File: config.mk
export PLATFORM = sky130hd
export DESIGN_NAME = sad_row_engine
export DESIGN_NICKNAME = d
export VERILOG_FILES = /design/src/rtl/sad_pkg.sv /design/src/rtl/sad_absdiff_lane.sv /design/src/rtl/sad_adder_tree.sv /design/src/rtl/sad_accum_ctrl.sv /design/src/rtl/sad_row_engine.sv
export SDC_FILE = /design/constraint.sdc
export NUM_CORES = 1
export LEC_CHECK = 0
export ABC_AREA = 1
export BUFFER_PORTS_ARGS = -buffer_cell sky130_fd_sc_hd__buf_2
export CELL_PAD_IN_SITES_DETAIL_PLACEMENT = 1
export CELL_PAD_IN_SITES_GLOBAL_PLACEMENT = 1
export CORE_ASPECT_RATIO = 0.6
export CORE_MARGIN = 3
export CORE_UTILIZATION = 39
export DETAILED_ROUTE_END_ITERATION = 8
export PLACE_DENSITY_LB_ADDON = 0.1
export SLEW_MARGIN = 20
export SYNTH_ARGS = -nofsm -noshare
export SYNTH_HDL_FRONTEND = slang
export SYNTH_SLANG_ARGS = --single-unit
File: constraint.sdc
create_clock -name clk -period 2.6 [get_ports clk]
set_input_delay 0.52 -clock clk [delete_from_list [all_inputs] [get_ports clk]]
set_output_delay 0.52 -clock clk [all_outputs]
set_load 0.05 [all_outputs]
File: src/rtl/sad_pkg.sv
package sad_pkg;
    localparam int DEF_PIX_W = 8;
    localparam int DEF_LANES = 8;
    localparam int DEF_ROWS  = 8;

    typedef enum logic [1:0] {
        S_EMPTY   = 2'd0,
        S_FILLING = 2'd1,
        S_FULL    = 2'd2
    } acc_state_e;
endpackage

File: src/rtl/sad_absdiff_lane.sv
module sad_absdiff_lane #(
    parameter int PIX_W = 8
) (
    input  logic             clk,
    input  logic             rst,
    input  logic [PIX_W-1:0] a_i,
    input  logic [PIX_W-1:0] b_i,
    output logic [PIX_W-1:0] d_o
);
    logic [PIX_W-1:0] diff;

    always_comb begin
        if (a_i >= b_i) diff = a_i - b_i;
        else            diff = b_i - a_i;
    end

    always_ff @(posedge clk) begin
        if (rst) d_o <= '0;
        else     d_o <= diff;
    end
endmodule

File: src/rtl/sad_adder_tree.sv
module sad_adder_tree #(
    parameter int PIX_W = 8,
    parameter int LANES = 8,
    localparam int LEVELS = $clog2(LANES),
    localparam int SUM_W  = PIX_W + LEVELS
) (
    input  logic                   clk,
    input  logic                   rst,
    input  logic [LANES*PIX_W-1:0] leaf_i,
    output logic [SUM_W-1:0]       sum_o
);
    localparam int LEAF_MAX = (1 << PIX_W) - 1;

    for (genvar l = 0; l <= LEVELS; l++) begin : lvl_g
        localparam int N = LANES >> l;
        logic [SUM_W-1:0] node [N];
        if (l == 0) begin : g_leaf
            for (genvar j = 0; j < N; j++) begin : g_in
                assign node[j] = {{LEVELS{1'b0}}, leaf_i[j*PIX_W +: PIX_W]};
            end
        end else begin : g_add
            for (genvar j = 0; j < N; j++) begin : g_pair
                always_ff @(posedge clk) begin
                    if (rst) node[j] <= '0;
                    else     node[j] <= lvl_g[l-1].node[2*j] + lvl_g[l-1].node[2*j+1];
                end
            end
        end
    end

    assign sum_o = lvl_g[LEVELS].node[0];

    // a row sum never exceeds eight full-scale differences
    assert_row_sum_bound_R3: assert property (@(posedge clk) disable iff (rst)
        sum_o <= SUM_W'(LANES * LEAF_MAX));
endmodule

File: src/rtl/sad_accum_ctrl.sv
module sad_accum_ctrl
    import sad_pkg::*;
#(
    parameter int SUM_W = 11,
    parameter int SAD_W = 14,
    parameter int ROWS  = 8,
    parameter int DLY   = 4
) (
    input  logic             clk,
    input  logic             rst,
    input  logic             vld_i,
    input  logic             clr_i,
    input  logic [SUM_W-1:0] row_sum_i,
    output logic [SAD_W-1:0] sad_o,
    output logic             done_o
);
    localparam int CNT_W = $clog2(ROWS + 1);
    localparam logic [CNT_W-1:0] LAST_ROW = CNT_W'(ROWS - 1);

    logic [DLY-1:0] vld_sr, clr_sr;
    logic           vld_al, clr_al, take;
    acc_state_e     state_q, state_d;
    logic [CNT_W-1:0] cnt_q;
    logic [SAD_W-1:0] acc_q, acc_sum;

    // strobe delay line matching the lane and tree registers
    always_ff @(posedge clk) begin
        if (rst) begin
            vld_sr <= '0;
            clr_sr <= '0;
        end else begin
            vld_sr <= {vld_sr[DLY-2:0], vld_i};
            clr_sr <= {clr_sr[DLY-2:0], clr_i};
        end
    end

    assign vld_al  = vld_sr[DLY-1];
    assign clr_al  = clr_sr[DLY-1];
    assign take    = vld_al && !clr_al && (state_q != S_FULL);
    assign acc_sum = acc_q + {{(SAD_W-SUM_W){1'b0}}, row_sum_i};

    always_comb begin
        state_d = state_q;
        unique case (state_q)
            S_EMPTY, S_FILLING: begin
                if (clr_al)                          state_d = S_EMPTY;
                else if (take && cnt_q == LAST_ROW)  state_d = S_FULL;
                else if (take)                       state_d = S_FILLING;
            end
            S_FULL: begin
                if (clr_al) state_d = S_EMPTY;
            end
            default: state_d = S_EMPTY;
        endcase
    end

    always_ff @(posedge clk) begin
        if (rst) state_q <= S_EMPTY;
        else     state_q <= state_d;
    end

    always_ff @(posedge clk) begin
        if (rst) begin
            acc_q  <= '0;
            cnt_q  <= '0;
            sad_o  <= '0;
            done_o <= 1'b0;
        end else begin
            done_o <= 1'b0;
            if (clr_al) begin
                acc_q <= '0;
                cnt_q <= '0;
            end else if (take) begin
                acc_q <= acc_sum;
                cnt_q <= cnt_q + 1'b1;
                if (cnt_q == LAST_ROW) begin
                    sad_o  <= acc_sum;
                    done_o <= 1'b1;
                end
            end
        end
    end

    // the done strobe lasts one cycle
    assert_done_pulse_R4: assert property (@(posedge clk) disable iff (rst)
        done_o |=> !done_o);
    // a block that stays full raises no further done
    assert_full_quiet_R7: assert property (@(posedge clk) disable iff (rst)
        (state_q == S_FULL && $past(state_q == S_FULL)) |-> !done_o);
    // the result moves only with a done pulse
    assert_hold_result_R8: assert property (@(posedge clk) disable iff (rst)
        !done_o |-> sad_o == $past(sad_o));
    // an empty accumulator carries no row count
    assert_empty_no_rows_R6: assert property (@(posedge clk) disable iff (rst)
        state_q == S_EMPTY |-> cnt_q == '0);
endmodule

File: src/rtl/sad_row_engine.sv
module sad_row_engine
    import sad_pkg::*;
#(
    parameter int PIX_W = DEF_PIX_W,
    parameter int LANES = DEF_LANES,
    parameter int ROWS  = DEF_ROWS,
    localparam int MAX_SAD = ROWS * LANES * ((1 << PIX_W) - 1),
    localparam int SAD_W   = $clog2(MAX_SAD + 1)
) (
    input  logic                   clk,
    input  logic                   rst,
    input  logic                   row_vld,
    input  logic                   row_clr,
    input  logic [LANES*PIX_W-1:0] pred_row,
    input  logic [LANES*PIX_W-1:0] ref_row,
    output logic [SAD_W-1:0]       sad_out,
    output logic                   sad_done
);
    localparam int LEVELS = $clog2(LANES);
    localparam int SUM_W  = PIX_W + LEVELS;
    localparam int DLY    = LEVELS + 1;

    logic [LANES*PIX_W-1:0] lane_d;
    logic [SUM_W-1:0]       row_sum;

    for (genvar i = 0; i < LANES; i++) begin : g_lane
        sad_absdiff_lane #(.PIX_W(PIX_W)) u_lane (
            .clk (clk),
            .rst (rst),
            .a_i (pred_row[i*PIX_W +: PIX_W]),
            .b_i (ref_row[i*PIX_W +: PIX_W]),
            .d_o (lane_d[i*PIX_W +: PIX_W])
        );
    end

    sad_adder_tree #(.PIX_W(PIX_W), .LANES(LANES)) u_tree (
        .clk    (clk),
        .rst    (rst),
        .leaf_i (lane_d),
        .sum_o  (row_sum)
    );

    sad_accum_ctrl #(.SUM_W(SUM_W), .SAD_W(SAD_W), .ROWS(ROWS), .DLY(DLY)) u_ctrl (
        .clk       (clk),
        .rst       (rst),
        .vld_i     (row_vld),
        .clr_i     (row_clr),
        .row_sum_i (row_sum),
        .sad_o     (sad_out),
        .done_o    (sad_done)
    );

    // the reported result stays within full scale
    assert_result_range_R3: assert property (@(posedge clk) disable iff (rst)
        sad_out <= SAD_W'(MAX_SAD));
endmodule

==> results by group, run 1 <==
Synthesis
  • Post-synth EDFFs: 0
  • Net Count, Synth: 2,452
  • Post-synthesis average cell area: 6.694 µm²
  • Mapped Area: about 14,000 µm²
  • Post-synth ARST share: 0%
  • Yosys warns: 0
  • Distinct cell type count after synthesis: 44
  • Main synth FF type: dfxtp_1
  • Post-Syn Instances: 2,104
  • Post-synthesis register bit count: 174
  • Seq/Total Area, Yosys: 24.73%

Pwr
  • Cell Pwr Density: 545.2 nW/µm²
  • Sw Share: 37.16%
  • Leak Pwr: 8.862 nW
  • Net Switching: 3.182 mW
  • Comb power frac: 34.8%
  • Clk network pwr share: roughly 28%
  • Pwr Total: 8.562 mW
  • Seq pwr share: 37.4%
  • Max rail drop VDD: 0.3368 mV
  • Int Pwr: 5.381 mW

Timing
  • Worst rel slew slack: a little under three fifths
  • Setup TNS: 0 ns
  • Post-route setup slack: 0.4815 ns
  • Min Clock Period, post-route: 2.119 ns
  • Fin. Hold Viols: 0
  • Final period util: 81.48%
  • Worst-margin pin slew: approximately 0.66 ns
  • Clk_skew: about 0.009 ns
  • Max Freq: around 0.47 GHz
  • RSZ-0062 raised after global routing: no
  • Final setup vio count: 0
  • Final slew viol count: 0

Critical path
  • Critical path arrival: 2.45 ns
  • Crit-path max cell delay: 0.41 ns
  • CP Capture Type: flop
  • CP Cell Sequence: ha_1 > inv_1 > fa_1 > inv_1 > nand3_1 > nand2_1 > nand3_1 > nand4_1 > nand3_1 > nand2_1 > inv_1
  • CP Launch Type: flop
  • Critical path required time: 2.93 ns
  • Critical path type: reg -> reg
  • Crit path max fanout: 4
  • Slowest cell on the critical path: fa_1

Routing
  • Final wirelength: around 39 mm
  • Via Count: 13.14k
  • DRC violations left: 0
  • Total iterations of the first detailed-routing run: 7
  • Vias per std cell: 4.854
  • Antenna viol nets, final: 0
  • Drt first-iter violations: 541
  • Routed len/inst: 14.22 µm

Placed design
  • Dpl ws: 0.3284 ns
  • Post-detail-place hpwl: 32.10 mm
  • IO buf count: around 150
  • GP Congestion: 0.8710

Clocking
  • Clk root buf: clkbuf_16
  • CTS tree: built
  • Hold-fix buffers, CTS: 0
  • Post-CTS sizing: 0
  • H-tree depth: 4
  • Reg clk slew, reported paths: 0.07 ns
  • Worst-skew pair later-pin latency: 0.43 ns
  • Deepest clock path buffer count: 2
  • Num CTS Buffers: 17
  • Clk sinks: ~170
  • Post-CTS setup buffers: 0

Die
  • Full die area: 38,500 µm²
  • Die span in x: around 250 µm
  • Die Height: 153.2 µm
  • Initial Utilization: 39.92%
  • Core area: around 35,000 µm²
  • Std cell rows: 53
  • I/O pins: 147

Finish
  • Area growth syn-to-layout: 11.50%
  • Layout cells sized above 1: 10.75%
  • Nets: 2,576
  • Diode count: 0
  • Final core utilization: 44.51%
  • Commonest non-fill, non-tap cell in the layout: nand2_1
  • Most frequent cells in the layout: nand2_1, inv_1, a21oi_1, ha_1, nor2_1

Global route
  • Vias in the first global route: 13.52k
  • Congestion Overflow GR: 0
  • Largest net degree at the start of global routing: 46
  • Initial antenna violation count: 0
  • First-pass GRT wire length: 65.40 mm
  • Gr usage total: 20.36%

Flow run
  • Max Cap Viol: 0

Run status
  • Status: finished clean

Worst hold path
  • Worst Hold Class: in -> reg
## cells by family (layout without fill, tap and decap cells)
family | after synthesis | in the layout | synth area share [%]
DFF | 174 | 174 | 24.73
AOI/OAI and AO/OA | 330 | 330 | 13.00
adders and majority gates | 216 | 216 | 20.47
buffers and inverters | 416 | 553 | 11.91
xor gates and xnor gates | 55 | 55 | 3.420
and+or+nand+nor | 913 | 913 | 26.47
## state kept, by name, indices dropped and copies added, names as in the netlist
| signal | count |
|---|---|
| g_lane.u_lane.d_o | 64 |
| u_ctrl.done_o | 1 |
| u_ctrl.cnt_q | 4 |
| u_ctrl.sad_o | 14 |
| u_ctrl.vld_sr | 4 |
| u_tree.lvl_g.node | 67 |
| u_ctrl.state_q | 2 |
| u_ctrl.acc_q | 14 |
| u_ctrl.clr_sr | 4 |
## critical path: cells and delay by family, from the launching register on
kind,cells,cell delay (ns)
adders and majority gates,2,0.61
buffers and inverters,3,0.23
DFF,1,0.34
and+or+nand+nor,6,0.84
## Yosys cell counts (all sizes together), types with 24 or more instances
master / n / area [µm²]
ha: 192 / 2402
nand2: 574 / 2230
o21ai: 90 / 510.5
xor2: 29 / 254.0
nor2: 194 / 735.7
dfxtp: 174 / 3483
xnor2: 26 / 227.7
a21oi: 204 / 1051
fa: 24 / 480.5
nand3: 121 / 605.6
buf: 30 / 202.7
inv: 361 / 1358
## power by group through the flow
stage               sequential [mW]  clock, mW  combinational, mW
finish                         3.20       2.38               2.98
global route                   3.23       2.58               3.46
global placement               3.26          0               2.86
detailed placement             3.26          0               2.96
floorplan                      3.17          0               2.20
CTS                            3.21       2.46               3.00
## metrics by stage
step,std cells,area (µm²),hold WS (ns)
2_1_floorplan,2104,14080,0.3883
3_3_place_gp,2676,15170,0.3910
3_5_place_dp,2676,15170,0.3999
4_1_cts,2708,15700,0.2635
5_1_grt,2708,15700,0.2751
6_report,2708,15700,0.2864
## cell type report
cell class | count | area, µm²
clock inverters | 10 | 80.08
flip-flops and latches | 174 | 3483
clock buffers | 22 | 454.2
multi-input cells | 1514 | 8922
well taps | 467 | 584.3
repair buffers | 152 | 778.2
fillers | 4696 | 19580
inverters | 369 | 1401
## worst paths after layout
check        slack (ns)                       endpoint  cells past startpoint                    startpoint
max                0.48  u_ctrl.sad_o[12]$_SDFFE_PP0P_                     11  u_ctrl.acc_q[0]$_SDFFE_PP0P_
min                0.29    u_ctrl.clr_sr[0]$_SDFF_PP0_                      3                       row_clr
min reg2reg        0.41    u_ctrl.vld_sr[1]$_SDFF_PP0_                      2   u_ctrl.vld_sr[0]$_SDFF_PP0_
max reg2reg        0.48  u_ctrl.sad_o[12]$_SDFFE_PP0P_                     11  u_ctrl.acc_q[0]$_SDFFE_PP0P_
## routing by layer
| layer | track usage, % | wire length, µm | vias to the layer above |
|---|---|---|---|
| li1 | - | - | 6835 |
| met1 | 30.31 | 20710 | 6133 |
| met2 | 31.81 | 16380 | 162 |
| met3 | 2.738 | 1216 | 14 |
| met4 | 3.172 | 195 | 0 |
| met5 | 0 | 0 | - |
No activity file was read; power rests on OpenSTA's default activity.
==> inputs of run 2 (changes only) <==
ABC_AREA = 0   (was 1)
clock period = 1.9 ns   (was 2.6 ns; I/O delays follow)
==> results by group, run 2 <==
Pwr
  • Seq pwr share: 32.1% (-5.3 points)
  • Int Pwr: 9.370 mW (+74%)
  • Max rail drop VDD: 0.5112 mV (+52%)
  • Clk network pwr share: 26.2% (-1.6 points)
  • Net Switching: 4.792 mW (+51%)
  • Comb power frac: 41.7% (+6.9 points)
  • Sw Share: 33.84% (-3.3 points)
  • Cell Pwr Density: 769.5 nW/µm² (+41%)
  • Leak Pwr: 9.012 nW (+1.7%)

Die
  • Initial Utilization: 40.40% (+0.48 points)
  • Die Height: 146.5 µm (-4.3%)
  • Full die area: 35,210 µm² (-8.6%)
  • I/O pins: 147 (unchanged)
  • Die span in x: 240.2 µm (-4.4%)
  • Std cell rows: 50 (-5.7%)
  • Core area: 31,780 µm² (-9.9%)

Critical path
  • Crit-path max cell delay: 0.41 ns (about the same)
  • R2r worst-path depth: 9 (-2)
  • CP Capture Type: flop
  • Slowest cell on the critical path: or4_1
  • R2r endpoint: u_ctrl.sad_o[10]$_SDFFE_PP0P_
  • Crit path launch: u_ctrl.acc_q[0]$_SDFFE_PP0P_
  • Critical path required time: 2.29 ns (-0.64 ns)
  • Critical path type: reg -> reg
  • CP Cell Sequence: ha_4 > inv_2 > fa_2 > nor2b_2 > o31a_1 > o32ai_4 > o21a_1 > or4_1 > nand3_1
  • Family with the most delay on the worst path: simple AND/OR/NAND/NOR gates
  • CP Launch Type: flop
  • Worst R2R Start: u_ctrl.acc_q[0]$_SDFFE_PP0P_
  • Crit path max fanout: 3 (-1)
  • Crit path capture: u_ctrl.sad_o[10]$_SDFFE_PP0P_
  • Reg2reg setup slack: -0.26 ns (-0.74 ns)
  • CP Depth: 9 (-2)
  • Buf+Inv Stages, Crit Path: 1 (-2)
  • Critical path arrival: 2.54 ns (+0.09 ns)

Finish
  • Nets: 2,290 (-11%)
  • Layout cells sized above 1: 37.75% (+27 points)
  • Diode count: 0 (unchanged)
  • Area of the multi-input gates: 9635 µm² (+8.0%)
  • Top flop regs: u_tree.lvl_g.node: 67 flops, g_lane.u_lane.d_o: 64 flops
  • Most flops, register: u_tree.lvl_g.node
  • FF/Latch Area: 3517 µm² (+0.97%)
  • Most frequent cells in the layout: buf_4, nor2_1, ha_1, dfxtp_1, inv_1
  • Max FFs per register: 67 (unchanged)
  • Commonest non-fill, non-tap cell in the layout: buf_4
  • Area growth syn-to-layout: 43.33%
  • # fillers: 3,673 (-22%)

Clocking
  • H-tree depth: 4 (unchanged)
  • Num CTS Buffers: 17 (unchanged)
  • Clk root buf: clkbuf_16
  • Hold-fix buffers, CTS: 0 (unchanged)
  • Worst-skew pair later-pin latency: 0.44 ns (about the same)
  • Reg clk slew, reported paths: 0.07 ns (about the same)
  • Deepest clock path buffer count: 2 (unchanged)
  • Clk sinks: 174 (unchanged)
  • CTS tree: built

Timing
  • Clk_skew: 0.008730 ns (-0.0004364 ns)
  • Hold WS: 0.1529 ns (-0.1335 ns)
  • Min Clock Period, post-route: 2.157 ns (+0.03892 ns)
  • Fin. Hold Viols: 0 (unchanged)
  • Worst-margin pin slew: 0.5756 ns (-0.07990 ns)
  • Post-route setup slack: -0.2574 ns (-0.7389 ns)
  • Final slew viol count: 0 (unchanged)
  • RSZ-0062 raised after global routing: yes
  • Final period util: 113.5% (+32 points)
  • Max Freq: 0.4635 GHz (-1.8%)
  • Final setup vio count: 60 (+60)
  • Setup TNS: -6.205 ns (-6.205 ns)
  • Worst rel slew slack: 61.51% (+5.3 points)

Global route
  • Initial antenna violation count: 0 (unchanged)
  • Gr usage total: 22.04% (+1.7 points)
  • Vias in the first global route: 12.87k (-4.8%)
  • Congestion Overflow GR: 0 (unchanged)
  • Largest net degree at the start of global routing: 52 (+13%)
  • First-pass GRT wire length: 63.89 mm (-2.3%)

Synthesis
  • Main synth FF type: dfxtp_1
  • Seq/Total Area, Yosys: 27.13% (+2.4 points)
  • Post-synth ARST share: 0% (unchanged)
  • Yosys top cell by area: dfxtp_1
  • Largest family of logic cells by synthesized area: adder cells
  • Mux contribution to synthesized area: 4.609% (+4.6 points)
  • Post-synthesis register bit count: 174 (unchanged)
  • Post-synth EDFFs: 0 (unchanged)
  • Mapped Area: 12,840 µm² (-8.8%)
  • Yosys warns: 0 (unchanged)
  • Post-synthesis adder-cell area fraction: 22.45% (+2.0 points)
  • Top post-synthesis cells by area: dfxtp_1, ha_1, nor2_1, inv_1, fa_1
  • Count leader, synth: ha_1
  • Distinct cell type count after synthesis: 61 (+39%)
  • Xor and xnor area share after synthesis: 5.184% (+1.8 points)
  • Top-area cell type share of the netlist area: 27.13% (+2.4 points)
  • Post-synth top cells: ha_1, dfxtp_1, nor2_1
  • Post-Syn Instances: 1,484 (-29%)
  • Post-synthesis average cell area: 8.652 µm² (+29%)
  • Post-synthesis simple-gate area fraction: 17.38% (-9.1 points)
  • Post-synthesis compound-gate area fraction: 16.90% (+3.9 points)
  • Net Count, Synth: 1,832 (-25%)

Placed design
  • Post-detail-place hpwl: 29.71 mm (-7.5%)
  • GP Congestion: 0.8808 (+1.1%)
  • IO buf count: 146 (unchanged)
  • Dpl ws: -0.7066 ns (-1.035 ns)

Flow run
  • Max Cap Viol: 0 (unchanged)

Routing
  • Routed len/inst: 17.14 µm (+21%)
  • Drt first-iter violations: 455 (-16%)
  • Vias per std cell: 5.128 (+5.6%)
  • DRC violations left: 0 (unchanged)
  • Final wirelength: 40.64 mm (+5.5%)
  • Total iterations of the first detailed-routing run: 5 (-2)
  • Via Count: 12.16k (-7.5%)
  • Antenna viol nets, final: 0 (unchanged)

Worst hold path
  • Hold wc startpoint: row_vld
  • Worst Hold Class: in -> reg

Run status
  • Failing checks: negative setup slack
  • Status: complete, but fails checks
[run 2: cell type report]
cell class | instances | share of cell area [%]
Clock buffer | 20 | 2.481
Clock inverter | 12 | 0.8702
Inverter | 147 | 3.324
Multi-Input combinational cell | 1122 | 52.36
Sequential cell | 174 | 19.11
Tap cell | 416 | 2.828
Timing Repair Buffer | 480 | 19.03
[run 2: per-layer routing]
| metal | up-vias | wire length [µm] | track usage, % |
|---|---|---|---|
| li1 | 5987 | - | - |
| met1 | 5948 | 20580 | 31.86 |
| met2 | 177 | 18410 | 35.31 |
| met3 | 46 | 1114 | 2.567 |
| met4 | 0 | 534 | 4.622 |
| met5 | - | 0 | 0 |
[run 2: stage by stage]
| step | cell area (µm²) | power [mW] | utilization (%) | std cells |
|---|---|---|---|---|
| final | 18400 | 14.16 | 57.91 | 2371 |
| after global routing | 18400 | 15.06 | 57.91 | 2371 |
| after CTS | 17630 | 13.69 | 55.47 | 2353 |
| after detailed placement | 16110 | 9.521 | 50.68 | 2265 |
| after global placement | 16110 | 9.344 | 50.68 | 2265 |
| after floorplan | 13120 | 7.627 | - | 1484 |
[run 2: kinds of logic (layout without fill, tap and decap cells)]
kind of cell / count (synthesis) / count (layout)
simple gates: 444 / 444
fa+ha+maj: 216 / 216
compound gates: 329 / 329
flops: 174 / 174
buf+inv: 188 / 659
mux: 57 / 57
xor+xnor: 76 / 76
[run 2: how the worst min path moves through the flow]
stage	to	slack (ns)	cells past startpoint
floorplan	u_ctrl.clr_sr[1]$_SDFF_PP0_	0.41	1
global placement	u_ctrl.clr_sr[2]$_SDFF_PP0_	0.42	1
detailed placement	u_ctrl.vld_sr[2]$_SDFF_PP0_	0.43	1
CTS	u_ctrl.vld_sr[0]$_SDFF_PP0_	0.14	2
global route	u_ctrl.vld_sr[0]$_SDFF_PP0_	0.17	2
finish	u_ctrl.vld_sr[0]$_SDFF_PP0_	0.15	2
[run 2: power by group through the flow]
stage	Combinational [mW]	Clock, mW	Sequential (mW)
global placement	4.77	0	4.58
finish	5.91	3.71	4.55
global route	6.53	3.95	4.58
detailed placement	4.95	0	4.57
floorplan	3.20	0	4.43
CTS	5.38	3.78	4.52
[run 2: repair_timing]
action / CTS / global route
hold endpoints to repair: 0 / 0
pin swaps: 103 / 130
resized for setup: 123 / 150
setup endpoints to repair: 88 / 103
cloned: 0 / 0
setup buffers: 59 / 32
